### src/rtl/pcm_pkg.sv
package pcm_pkg;

    typedef struct packed {
        logic dir_in;
        logic deb_en;
        logic irq_en;
    } pin_cfg_t;

    typedef struct packed {
        logic value;   // effective (debounced or live) level
        logic flag;    // sticky change flag
        logic evt;     // flag is being newly set this cycle
    } pin_stat_t;

    function automatic pin_cfg_t make_cfg(logic dir_in, logic deb_en, logic irq_en);
        pin_cfg_t c;
        c.dir_in = dir_in;
        c.deb_en = deb_en;
        c.irq_en = irq_en;
        return c;
    endfunction

endpackage

### src/rtl/pcm_sync.sv
module pcm_sync #(
    parameter int WIDTH = 4
) (
    input  logic             clk,
    input  logic             rst,
    input  logic [WIDTH-1:0] d_i,
    output logic [WIDTH-1:0] q_o
);
    logic [WIDTH-1:0] stage1;
    logic [WIDTH-1:0] stage2;

    always_ff @(posedge clk) begin
        if (rst) begin
            stage1 <= '0;
            stage2 <= '0;
        end else begin
            stage1 <= d_i;
            stage2 <= stage1;
        end
    end

    assign q_o = stage2;
endmodule

### src/rtl/pcm_tick.sv
module pcm_tick #(
    parameter int TICK_DIV = 1550000
) (
    input  logic clk,
    input  logic rst,
    output logic tick_o
);
    localparam int CW = (TICK_DIV > 2) ? $clog2(TICK_DIV) : 1;
    localparam logic [CW-1:0] LAST = CW'(TICK_DIV - 1);

    logic [CW-1:0] cnt;

    always_ff @(posedge clk) begin
        if (rst) begin
            cnt    <= '0;
            tick_o <= 1'b0;
        end else if (cnt == LAST) begin
            cnt    <= '0;
            tick_o <= 1'b1;
        end else begin
            cnt    <= cnt + 1'b1;
            tick_o <= 1'b0;
        end
    end
endmodule

### src/rtl/pcm_pin_track.sv
module pcm_pin_track
    import pcm_pkg::*;
(
    input  logic      clk,
    input  logic      rst,
    input  logic      tick_i,
    input  logic      pin_sync_i,
    input  pin_cfg_t  cfg_i,
    input  logic      rd_i,
    output pin_stat_t stat_o
);
    logic sample_q;
    logic deb_q;
    logic snap_q;
    logic flag_q;
    logic eff;
    logic differs;

    // two-sample filter, updates only on tick cycles
    always_ff @(posedge clk) begin
        if (rst) begin
            sample_q <= 1'b0;
            deb_q    <= 1'b0;
        end else if (tick_i) begin
            sample_q <= pin_sync_i;
            if (pin_sync_i == sample_q) begin
                deb_q <= pin_sync_i;
            end
        end
    end

    assign eff     = cfg_i.deb_en ? deb_q : pin_sync_i;
    assign differs = (eff != snap_q);

    always_ff @(posedge clk) begin
        if (rst) begin
            snap_q <= 1'b0;
            flag_q <= 1'b0;
        end else if (rd_i) begin
            snap_q <= eff;
            flag_q <= 1'b0;
        end else if (cfg_i.dir_in && differs) begin
            flag_q <= 1'b1;
        end
    end

    assign stat_o.value = eff;
    assign stat_o.flag  = flag_q;
    assign stat_o.evt   = cfg_i.dir_in & differs & ~flag_q & ~rd_i;
endmodule

### src/rtl/pcm_irq_ctl.sv
module pcm_irq_ctl #(
    parameter int NPORT = 4
) (
    input  logic             clk,
    input  logic             rst,
    input  logic [NPORT-1:0] evt_i,
    input  logic [NPORT-1:0] irq_en_i,
    input  logic [NPORT-1:0] port_rd_i,
    input  logic             sum_rd_i,
    input  logic             rd_busy_i,
    input  logic             stop_i,
    output logic             irq_o
);
    logic [NPORT-1:0] pend_q;
    logic [NPORT-1:0] pend_nxt;
    logic [NPORT-1:0] qual;
    logic             direct;
    logic             fire;

    always_comb begin
        qual     = evt_i & irq_en_i;
        pend_nxt = (pend_q & ~port_rd_i) | (rd_busy_i ? qual : '0);
        direct   = ~rd_busy_i & (|qual);
        fire     = stop_i & (|pend_nxt);
    end

    always_ff @(posedge clk) begin
        if (rst) begin
            pend_q <= '0;
            irq_o  <= 1'b0;
        end else begin
            pend_q <= stop_i ? '0 : pend_nxt;
            if (direct || fire) begin
                irq_o <= 1'b1;
            end else if (sum_rd_i) begin
                irq_o <= 1'b0;
            end
        end
    end
endmodule

### src/rtl/pin_change_monitor.sv
module pin_change_monitor
    import pcm_pkg::*;
#(
    parameter int NPORT    = 4,
    parameter int TICK_DIV = 1550000
) (
    input  logic             clk,
    input  logic             rst,
    input  logic [NPORT-1:0] pin_i,
    input  logic [NPORT-1:0] cfg_dir_in_i,
    input  logic [NPORT-1:0] cfg_deb_en_i,
    input  logic [NPORT-1:0] cfg_irq_en_i,
    input  logic [NPORT-1:0] port_rd_i,
    input  logic             sum_rd_i,
    input  logic             rd_busy_i,
    input  logic             stop_i,
    output logic [NPORT-1:0] port_val_o,
    output logic [NPORT-1:0] trans_flag_o,
    output logic             trans_any_o,
    output logic             irq_n_o
);
    logic [NPORT-1:0] pin_sync;
    logic [NPORT-1:0] evt;
    logic             tick;
    logic             irq;

    pcm_sync #(.WIDTH(NPORT)) u_sync (
        .clk (clk),
        .rst (rst),
        .d_i (pin_i),
        .q_o (pin_sync)
    );

    pcm_tick #(.TICK_DIV(TICK_DIV)) u_tick (
        .clk    (clk),
        .rst    (rst),
        .tick_o (tick)
    );

    for (genvar i = 0; i < NPORT; i++) begin : g_pin
        pin_stat_t st;
        pcm_pin_track u_track (
            .clk        (clk),
            .rst        (rst),
            .tick_i     (tick),
            .pin_sync_i (pin_sync[i]),
            .cfg_i      (make_cfg(cfg_dir_in_i[i], cfg_deb_en_i[i], cfg_irq_en_i[i])),
            .rd_i       (port_rd_i[i]),
            .stat_o     (st)
        );
        assign port_val_o[i]   = st.value;
        assign trans_flag_o[i] = st.flag;
        assign evt[i]          = st.evt;
    end

    pcm_irq_ctl #(.NPORT(NPORT)) u_irq (
        .clk       (clk),
        .rst       (rst),
        .evt_i     (evt),
        .irq_en_i  (cfg_irq_en_i),
        .port_rd_i (port_rd_i),
        .sum_rd_i  (sum_rd_i),
        .rd_busy_i (rd_busy_i),
        .stop_i    (stop_i),
        .irq_o     (irq)
    );

    assign trans_any_o = |trans_flag_o;
    assign irq_n_o     = ~irq;
endmodule

### config.mk
export PLATFORM = sky130hd
export DESIGN_NAME = pin_change_monitor
export DESIGN_NICKNAME = d
export VERILOG_FILES = /design/src/rtl/pcm_pkg.sv /design/src/rtl/pcm_sync.sv /design/src/rtl/pcm_tick.sv /design/src/rtl/pcm_pin_track.sv /design/src/rtl/pcm_irq_ctl.sv /design/src/rtl/pin_change_monitor.sv
export SDC_FILE = /design/constraint.sdc
export NUM_CORES = 1
export LEC_CHECK = 0
export ABC_AREA = 1
export BUFFER_PORTS_ARGS = -buffer_cell sky130_fd_sc_hd__buf_2
export CORE_UTILIZATION = 56
export CTS_CLUSTER_DIAMETER = 40
export DETAILED_ROUTE_END_ITERATION = 10
export PLACE_DENSITY = 0.9
export SLEW_MARGIN = 20
export SYNTH_ARGS = -nofsm -noshare
export SYNTH_HDL_FRONTEND = slang
export SYNTH_SLANG_ARGS = --single-unit
### constraint.sdc
create_clock -name clk -period 1.9 [get_ports clk]
set_input_delay 0.38 -clock clk [delete_from_list [all_inputs] [get_ports clk]]
set_output_delay 0.38 -clock clk [all_outputs]
set_load 0.01 [all_outputs]
# Word level (Yosys, flattened, before mapping)
# Index checks and enable logic that the tools add are counted.
# word_totals
ff_bits	51
latchBits	0
ram_bits	0
romBits	0
in_bits	25
output_inout_bits	10
word_cells	87
n_memories	0
# classes
n_addsub	1
mul	0
n_div	0
n_lt_le_gt_ge	0
n_eq_ne	9
shifts	0
muxes	8
bitwise	28
n_reduce_logical	19
# ops
op	count
$add 21x1->21 const B	1
$eq 21x21->1 const B	1
$and 1x1->1	14
$reduce_or 2->1	6
$reduce_or 4->1	3
$not 1->1	10
$and 4x4->4	2
$reduce_and 2->1	4
$mux 1	7
$eq 1x1->1	4
$logic_and 1x1->1	4
$mux 4	1
$ne 1x1->1	4
$not 4->4	1
$or 4x4->4	1
$reduce_bool 2->1	1
$logic_or 1x1->1	1

# Depth between registers and ports, before layout
# Gate-level depths: netlist (run 1).
# depth
word_depth	12
depth_mapped	11
ltp_nobuf	11

# Cells and area by module
# A second synthesis (run 1) with hierarchy kept.
# hier_totals
cells_unflattened	379
hier_area_um2	2668.8
# by_module_without_submodules
module	n_inst	cells_each	area_per_inst_um2	seq_area_each_um2
pcm_tick	1	168	1214.9	440.4
pcm_pin_track	4	35	237.7	80.1
pcm_irq_ctl	1	42	256.5	100.1
pcm_sync	1	25	231.5	160.2
pin_change_monitor	1	4	15.0	0.0

# Least setup slack after synthesis (run 1)
# OpenSTA, ideal clock, no wires.
# synth_path
path_type	reg-to-reg
startpoint	register u_tick.cnt[0]
endpoint	register u_tick.cnt[18]
arrival_time_ns	1.486
setup_slack_ns	0.348
stages_incl_launch_ff	11
cell_sequence	dfxtp_1 > ha_1 > nand2_2 > nor2_4 > nand3_2 > nor2_4 > nand2_4 > nor2_4 > nand3_2 > or2_0 > a21oi_2
# synth_via
elab_chain_cells	2
word_cells_on_any_way	3
classes_between	add/sub (1); eq/ne (1); reduce/logical (1)
# synth_rtl
item	line	text
start: declaration	pcm_tick.sv:11	logic [CW-1:0] cnt;
start signal: assignment	pcm_tick.sv:21	cnt <= cnt + 1'b1;
parallel branches: the longest is 2 deep, another holds $add 21x1->21	--	
# Parallel ways; which one is timed is not known.
# A chain may end at the register's enable or synchronous reset.

# Worst setup path in the final report (run 1)
# Same ends and word-level chain as after synthesis.

==> reports/qor.txt, run 1 <==
LOGIC SYNTHESIS
----------------------------------------------------------------------------------------
Number of warning messages in the yosys log                                            0
Post-synthesis instance area                                                   2390 um^2
Synthesized area divided by synthesized cell count                             7.08 um^2
Unique cell type count in the Yosys netlist                                           34
Sequential cell area fraction in the yosys report                                  42.7%
Synthesized net count                                                                364
Number of cells produced by synthesis                                                338
Post-synthesis sequential element count                                               51

DIE
----------------------------------------------------------------------------------------
Height of the die                                                                67.4 um
Die outline width                                                                67.4 um
Starting density of the core                                                       59.0%
Number of core rows                                                                   23
Core Area                                                                      4060 um^2
Full die area                                                                  4540 um^2
Number of top-level pins                                                              35

SETUP PATH
----------------------------------------------------------------------------------------
Largest fanout on the critical path                                                    5
Worst path cell trace                                                       ha_1 -> nand2_2 -> nor2_4 -> nand3_2 -> nor2_4 -> nand2_4 -> nor2_4 -> nand3_2 -> or2_0 -> a21oi_2
Most repeated library cell on the critical path                             sky130_fd_sc_hd__nor2_4
Worst-path cell with the longest stage delay                                sky130_fd_sc_hd__dfxtp_1
Worst path arrival time                                                          1.97 ns
Worst Path Class, Setup                                                       reg -> reg
Nature of the critical path endpoint                                                flop
Startpoint class of the critical path                                               flop
Number of cells on the worst reg-to-reg path                                          10
Stage delay of the slowest cell on the critical path                             0.40 ns
Endpoint required time on the critical path                                      2.15 ns

TIMING
----------------------------------------------------------------------------------------
Worst slew margin                                                                  77.1%
Hold_ws                                                                         0.265 ns
Ratio of final minimum period to clock period                                      90.7%
Maximum clock skew at final layout                                             0.0104 ns
Highest clock frequency the design can meet                                      580 MHz
Worst-margin pin slew                                                           0.340 ns
Final Slew Violations                                                                  0
Min cycle time layout                                                            1.72 ns
Setup WS post-layout                                                            0.177 ns
Setup-violating endpoint count in the final report                                     0
Unrepaired setup endpoints after global routing                                    false
Number of failing hold endpoints at the final stage                                    0
Final-layout setup total negative slack                                             0 ns

GLOBAL ROUTING
----------------------------------------------------------------------------------------
Total routing usage reported by global routing                                     22.9%
First-pass GRT wire length                                                       7.87 mm
Leftover overflow at the end of global routing                                         0
Number of antenna violations at the first check in global routing                      0
Pin count of the biggest net entering global routing                                  17
Vias in the first global route                                                      1932

CELLS AND AREA
----------------------------------------------------------------------------------------
Nets                                                                                 396
Share of cells above drive strength 1                                              16.7%
Summed area of non-filler cells in the final layout                            2660 um^2
Signed area change from the synthesized netlist to the final layout                11.2%
Number of inserted diodes                                                              0

ROUTING
----------------------------------------------------------------------------------------
Length of routed met2 wiring                                                     2.36 mm
Top routing layer in use                                                            met4
Residual antenna-violating net count after detailed routing                            0
Detailed Route Iter0 Violations                                                      140
Met1 wire length                                                                 2.14 mm
Vias per inst                                                                       5.10
Via total after detailed routing                                                    2149
Met3 wire len                                                                     138 um
Routed length per instance                                                       11.1 um
Number of DRC violations after detailed routing                                        0
Number of search-and-repair iterations in the first detailed-routing pass              4
Final routed wirelength across all metal layers                                  4.67 mm

CLOCKING
----------------------------------------------------------------------------------------
Cts bufs inserted                                                                      5
Cell at the root of the clock tree                                          sky130_fd_sc_hd__clkbuf_8
Deepest clock path buffer count                                                        2
Clock H-tree levels                                                                    2
# clock sinks                                                                         51
Clock tree from TritonCTS                                                            yes
Hold bufs inserted after CTS                                                           0
Clock transition at the registers of the reported paths                          0.09 ns
Number of buffers inserted by post-CTS setup repair                                    0
Cts repair resizes                                                                     0
Source-to-sink clock delay at the later pin of the worst-skew pair               0.31 ns

POWER
----------------------------------------------------------------------------------------
Worst IR Drop VDD                                                                 570 uV
Leakage dissipation                                                           0.00118 uW
Overall power after layout                                                       1860 uW
Cell area power density                                                      698 nW/um^2

PLACED DESIGN
----------------------------------------------------------------------------------------
Post-placement setup slack                                                      0.212 ns
Port Buffers                                                                          34
Dpl cell area                                                                  2570 um^2
Detailed placement HPWL                                                          3.55 mm
Final weighted congestion in routability-driven placement                          0.907

WORST HOLD PATH
----------------------------------------------------------------------------------------
Number of cells on the worst hold path                                                 2
Path type of the worst min-delay path                                          in -> reg

OUTCOME
----------------------------------------------------------------------------------------
Outcome                                                                        completed

RUN
----------------------------------------------------------------------------------------
# Max-Cap Violations                                                                   0

==> worst paths after layout <==
kind / startpoint / endpoint / slack (ns)
hold reg to reg: u_sync.stage1[2]$_SDFF_PP0_ / u_sync.q_o[2]$_SDFF_PP0_ / 0.41
setup / recovery: u_tick.cnt[0]$_SDFF_PP0_ / u_tick.cnt[18]$_SDFF_PP0_ / 0.18
hold / removal: port_rd_i[1] / g_pin[1].u_track.flag_q$_SDFFE_PP0N_ / 0.27
setup reg to reg: u_tick.cnt[0]$_SDFF_PP0_ / u_tick.cnt[18]$_SDFF_PP0_ / 0.18
==> sequential cells by signal (all words and copies together), names as in the netlist <==
| name | cells |
|---|---|
| g_pin.u_track.deb_q | 4 |
| g_pin.u_track.flag_q | 4 |
| g_pin.u_track.sample_q | 4 |
| g_pin.u_track.snap_q | 4 |
| u_irq.irq_o | 1 |
| u_irq.pend_q | 4 |
| u_sync.q_o | 4 |
| u_sync.stage1 | 4 |
| u_tick.cnt | 21 |
| u_tick.tick_o | 1 |
==> critical path, delay by kind of cell (launching register included) <==
family	cells	cell delay [ns]
AND/OR/NAND/NOR	8	0.94
flip-flops	1	0.40
adder cells (fa/ha/maj)	1	0.22
AO/OA/AOI/OAI	1	0.11
==> area by class of cell <==
class	instances	area, um^2
repair buffers	37	193
multi-input cells	220	1090
flip-flops and latches	51	1020
clock inverters	3	20.0
fillers	369	1400
well taps	50	62.6
inverters	55	206
clock buffers	5	68.8
==> synth_stat cells <==
| cell | count | share of area, % |
|---|---|---|
| sky130_fd_sc_hd__o21ai_0 | 20 | 4.2 |
| sky130_fd_sc_hd__nand2_1 | 69 | 11 |
| sky130_fd_sc_hd__xor2_1 | 3 | 1.1 |
| sky130_fd_sc_hd__or4_1 | 1 | 0.31 |
| sky130_fd_sc_hd__or3_1 | 1 | 0.26 |
| sky130_fd_sc_hd__nor2_2 | 1 | 0.26 |
| sky130_fd_sc_hd__nand2_2 | 2 | 0.52 |
| sky130_fd_sc_hd__buf_2 | 1 | 0.21 |
| sky130_fd_sc_hd__nor3_4 | 1 | 0.68 |
| sky130_fd_sc_hd__buf_1 | 1 | 0.16 |
| sky130_fd_sc_hd__or2_2 | 2 | 0.52 |
| sky130_fd_sc_hd__nor2_1 | 43 | 6.7 |
| sky130_fd_sc_hd__nor3_1 | 7 | 1.5 |
| sky130_fd_sc_hd__nor3_2 | 1 | 0.42 |
| sky130_fd_sc_hd__nand2_4 | 1 | 0.47 |
| sky130_fd_sc_hd__clkbuf_1 | 2 | 0.31 |
| sky130_fd_sc_hd__dfxtp_1 | 51 | 43 |
| sky130_fd_sc_hd__nand4_1 | 7 | 1.8 |
| sky130_fd_sc_hd__a31oi_1 | 1 | 0.26 |
| sky130_fd_sc_hd__a221oi_1 | 1 | 0.37 |
| sky130_fd_sc_hd__buf_4 | 8 | 2.5 |
| sky130_fd_sc_hd__nor3b_1 | 5 | 1.6 |
| sky130_fd_sc_hd__nand3_2 | 3 | 1.3 |
| sky130_fd_sc_hd__nor2_4 | 3 | 1.4 |
| sky130_fd_sc_hd__nand3_1 | 17 | 3.6 |
| sky130_fd_sc_hd__ha_1 | 1 | 0.52 |
| sky130_fd_sc_hd__or2_0 | 1 | 0.26 |
| sky130_fd_sc_hd__a21oi_1 | 23 | 4.8 |
| sky130_fd_sc_hd__nor4_1 | 2 | 0.52 |
| sky130_fd_sc_hd__inv_2 | 2 | 0.31 |
| sky130_fd_sc_hd__inv_1 | 53 | 8.3 |
| sky130_fd_sc_hd__a21oi_2 | 1 | 0.37 |
| sky130_fd_sc_hd__a211oi_1 | 2 | 0.63 |
| sky130_fd_sc_hd__xnor2_1 | 1 | 0.37 |
==> cells by family after synthesis <==
kind of cell             share of synthesized area, %
AND/OR/NAND/NOR                                  32.9
flip-flops                                       42.7
buffers and inverters                            11.8
AO/OA/AOI/OAI                                    10.6
XOR/XNOR                                         1.46
adder cells (fa/ha/maj)                         0.523
==> metrics by stage <==
step           cells  util [%]
2_1_floorplan    338         -
3_3_place_gp     413      63.4
3_5_place_dp     413      63.4
4_1_cts          421      65.6
5_1_grt          421      65.6
6_report         421      65.6
==> per-layer routing <==
metal,global-route usage (%),vias to the layer above
met3,4.73,5
met4,8.51,0
met2,42.3,34
li1,-,1131
met5,0,-
met1,25.5,979
==> report_power, final <==
group          switching [uW]  total, uW  internal (uW)
Combinational            77.6        133           55.4
Sequential               14.1       1100           1090
Clock                     362        619            257
Total                     454       1860           1400
==> cells in the final DEF, fill, tap and decap left out, types with 2 or more instances in the layout <==
| master | count |
|---|---|
| sky130_fd_sc_hd__nand2_1 | 69 |
| sky130_fd_sc_hd__inv_1 | 53 |
| sky130_fd_sc_hd__dfxtp_1 | 51 |
| sky130_fd_sc_hd__nor2_1 | 43 |
| sky130_fd_sc_hd__buf_2 | 34 |
| sky130_fd_sc_hd__a21oi_1 | 23 |
| sky130_fd_sc_hd__o21ai_0 | 20 |
| sky130_fd_sc_hd__nand3_1 | 17 |
| sky130_fd_sc_hd__nand4_1 | 7 |
| sky130_fd_sc_hd__nor3_1 | 7 |
| sky130_fd_sc_hd__nor3b_1 | 5 |
| sky130_fd_sc_hd__clkbuf_8 | 5 |
| sky130_fd_sc_hd__nor2_4 | 3 |
| sky130_fd_sc_hd__nand3_2 | 3 |
| sky130_fd_sc_hd__xor2_1 | 3 |
| sky130_fd_sc_hd__buf_4 | 3 |
| sky130_fd_sc_hd__inv_2 | 2 |
| sky130_fd_sc_hd__nand2_2 | 2 |
| sky130_fd_sc_hd__nor4_1 | 2 |
| sky130_fd_sc_hd__or2_2 | 2 |
| sky130_fd_sc_hd__a211oi_1 | 2 |
| sky130_fd_sc_hd__clkinvlp_4 | 2 |
Power figures use the tool's default switching activity.
==> run 2: changes to the inputs <==
- MAX_ROUTING_LAYER: default -> met4
==> run 2 against run 1 <==
Against the previous run:
- die area is the same
- sequential share of layout area down 0.14 points
- routed wire length increased by 2.4%
- sequential power about the same
- utilization rose by 0.25 points
- global-route usage is 1.5 points higher
- register-to-register slack is essentially flat
- combinational power about the same
- total power up 2.0%
- non-clock buffer count is the same
- first-iteration DRC count is 12% lower
- via count rose by 2.1%
- critical path type unchanged
- highest routed layer unchanged
==> reports/qor.txt, run 2 (synthesis gave the netlist of run 1 again) <==
OUTCOME
----------------------------------------------------------------------------------------
Outcome                                                                        completed   unchanged

ROUTING
----------------------------------------------------------------------------------------
Final routed wirelength across all metal layers                                  4.78 mm   was 4.67 mm
Via total after detailed routing                                                    2194   was 2149
Detailed Route Iter0 Violations                                                      123   was 140
Vias per inst                                                                       5.21   was 5.10
Residual antenna-violating net count after detailed routing                            0   unchanged
Number of search-and-repair iterations in the first detailed-routing pass              4   unchanged
Routed length per instance                                                       11.4 um   was 11.1 um
Number of DRC violations after detailed routing                                        0   unchanged

GLOBAL ROUTING
----------------------------------------------------------------------------------------
First-pass GRT wire length                                                       8.03 mm   was 7.87 mm
Total routing usage reported by global routing                                     24.4%   was 22.9%
Leftover overflow at the end of global routing                                         0   unchanged
Pin count of the biggest net entering global routing                                  17   unchanged
Number of antenna violations at the first check in global routing                      0   unchanged
Vias in the first global route                                                      1952   was 1932

CLOCKING
----------------------------------------------------------------------------------------
# clock sinks                                                                         51   unchanged
Clock tree from TritonCTS                                                            yes   unchanged
Clock transition at the registers of the reported paths                          0.09 ns   about the same
Deepest clock path buffer count                                                        2   unchanged
Cell at the root of the clock tree                                          sky130_fd_sc_hd__clkbuf_8   unchanged
Clock H-tree levels                                                                    2   unchanged
Cts bufs inserted                                                                      5   unchanged
Source-to-sink clock delay at the later pin of the worst-skew pair               0.31 ns   about the same
Number of buffers inserted by post-CTS setup repair                                    0   unchanged
Cts repair resizes                                                                     0   unchanged
Hold bufs inserted after CTS                                                           0   unchanged

TIMING
----------------------------------------------------------------------------------------
Maximum clock skew at final layout                                             0.0114 ns   was 0.0104 ns
Setup WS post-layout                                                            0.190 ns   was 0.177 ns
Min cycle time layout                                                            1.71 ns   was 1.72 ns
Hold_ws                                                                         0.270 ns   was 0.265 ns
Highest clock frequency the design can meet                                      585 MHz   was 580 MHz
Unrepaired setup endpoints after global routing                                    false   unchanged
Final-layout setup total negative slack                                             0 ns   unchanged
Worst slew margin                                                                  78.9%   was 77.1%
Number of failing hold endpoints at the final stage                                    0   unchanged
Final Slew Violations                                                                  0   unchanged
Worst-margin pin slew                                                           0.314 ns   was 0.340 ns
Setup-violating endpoint count in the final report                                     0   unchanged
Ratio of final minimum period to clock period                                      90.0%   was 90.7%

CELLS AND AREA
----------------------------------------------------------------------------------------
Number of non-filler instances in the completed layout                               421   unchanged
Leading cell types in the layout, fill and taps excluded                    sky130_fd_sc_hd__nand2_1 (69), sky130_fd_sc_hd__inv_1 (53), sky130_fd_sc_hd__dfxtp_1 (51)   unchanged
Share of cells above drive strength 1                                              16.7%   unchanged
Final-layout fill cell count                                                         340   was 369
Register with the most flip-flops                                             u_tick.cnt   unchanged
Signed area change from the synthesized netlist to the final layout                11.6%   was 11.2%
Max reg flops                                                                         21   unchanged
Nets                                                                                 396   unchanged
Number of inserted diodes                                                              0   unchanged
Final core utilization                                                             65.8%   was 65.6%
Most frequent standard cell in the layout excluding fill and tap cells      sky130_fd_sc_hd__nand2_1   unchanged

WORST HOLD PATH
----------------------------------------------------------------------------------------
Path type of the worst min-delay path                                          in -> reg   unchanged

SETUP PATH
----------------------------------------------------------------------------------------
Worst Path Class, Setup                                                       reg -> reg   unchanged
Stage delay of the slowest cell on the critical path                             0.40 ns   about the same
Worst path cell trace                                                       ha_1 -> nand2_2 -> nor2_4 -> nand3_2 -> nor2_4 -> nand2_4 -> nor2_4 -> nand3_2 -> or2_0 -> a21oi_2   unchanged
Largest fanout on the critical path                                                    5   unchanged
Endpoint required time on the critical path                                      2.15 ns   about the same
Worst-path cell with the longest stage delay                                sky130_fd_sc_hd__dfxtp_1   unchanged
Nature of the critical path endpoint                                                flop   unchanged
Most repeated library cell on the critical path                             sky130_fd_sc_hd__nor2_4   unchanged
Startpoint class of the critical path                                               flop   unchanged
Worst path arrival time                                                          1.96 ns   was 1.97 ns

PLACED DESIGN
----------------------------------------------------------------------------------------
Port Buffers                                                                          34   unchanged
Post-placement setup slack                                                      0.220 ns   was 0.212 ns
Final weighted congestion in routability-driven placement                          0.916   was 0.907
Detailed placement HPWL                                                          3.65 mm   was 3.55 mm
Number of cells after detailed placement                                             413   unchanged

RUN
----------------------------------------------------------------------------------------
# Max-Cap Violations                                                                   0   unchanged

POWER
----------------------------------------------------------------------------------------
Cell area power density                                                      709 nW/um^2   was 698 nW/um^2
Power dissipated by switching net loads                                           450 uW   was 454 uW
Clock power share                                                                  34.6%   was 33.4%
Switching share of power                                                           23.8%   was 24.5%
Combinational Power Share                                                           7.1%   was 7.2%
Worst IR Drop VDD                                                                 672 uV   was 570 uV
Proportion of power drawn by flip-flops and latches                                58.3%   was 59.5%
Leakage dissipation                                                           0.00119 uW   was 0.00118 uW
Cell Int Power                                                                   1440 uW   was 1400 uW

DIE
----------------------------------------------------------------------------------------
Number of core rows                                                                   23   unchanged
Height of the die                                                                67.4 um   unchanged
Full die area                                                                  4540 um^2   unchanged
Number of top-level pins                                                              35   unchanged
Die outline width                                                                67.4 um   unchanged
Starting density of the core                                                       59.0%   unchanged
Core Area                                                                      4060 um^2   unchanged

run 2: power by group through the flow:
stage | clock [uW] | sequential [uW] | combinational (uW)
2_1_floorplan | 0 | 1120 | 84.0
3_3_place_gp | 0 | 1130 | 129
3_5_place_dp | 0 | 1130 | 133
4_1_cts | 676 | 1100 | 134
5_1_grt | 723 | 1110 | 153
6_report | 656 | 1100 | 134
run 2: cell type report:
cell class / instances / area [um^2] / share of cell area (%)
Clock inverter: 2 / 16.3 / 0.609
Sequential cell: 51 / 1020 / 38.2
Multi-Input combinational cell: 220 / 1090 / 40.8
Clock buffer: 6 / 82.6 / 3.09
Inverter: 55 / 206 / 7.73
Timing Repair Buffer: 37 / 193 / 7.22
Tap cell: 50 / 62.6 / 2.34
run 2: worst paths after layout:
kind	slack, ns	depth (start not counted)	start	end
setup reg to reg	0.19	10	u_tick.cnt[0]$_SDFF_PP0_	u_tick.cnt[18]$_SDFF_PP0_
setup / recovery	0.19	10	u_tick.cnt[0]$_SDFF_PP0_	u_tick.cnt[18]$_SDFF_PP0_
hold / removal	0.27	3	pin_i[3]	u_sync.stage1[3]$_SDFF_PP0_
hold reg to reg	0.39	2	u_sync.stage1[1]$_SDFF_PP0_	u_sync.q_o[1]$_SDFF_PP0_
run 2: layer usage:
layer	track usage (%)	wire, um
met1	25.9	2030
met2	43.0	2460
met3	6.42	218
met4	9.57	76
met5	-	0
run 2: metrics by stage:
stage | total power [uW] | area (um^2)
2_1_floorplan | 1210 | 2390
3_3_place_gp | 1260 | 2570
3_5_place_dp | 1260 | 2570
4_1_cts | 1910 | 2670
5_1_grt | 1980 | 2670
6_report | 1890 | 2670
run 2: worst max-delay path, delay by kind of cell (launching register included):
| kind | cells | cell delay, ns |
|---|---|---|
| AND/OR/NAND/NOR | 8 | 0.94 |
| flip-flops | 1 | 0.40 |
| adder cells (fa/ha/maj) | 1 | 0.20 |
| AO/OA/AOI/OAI | 1 | 0.11 |
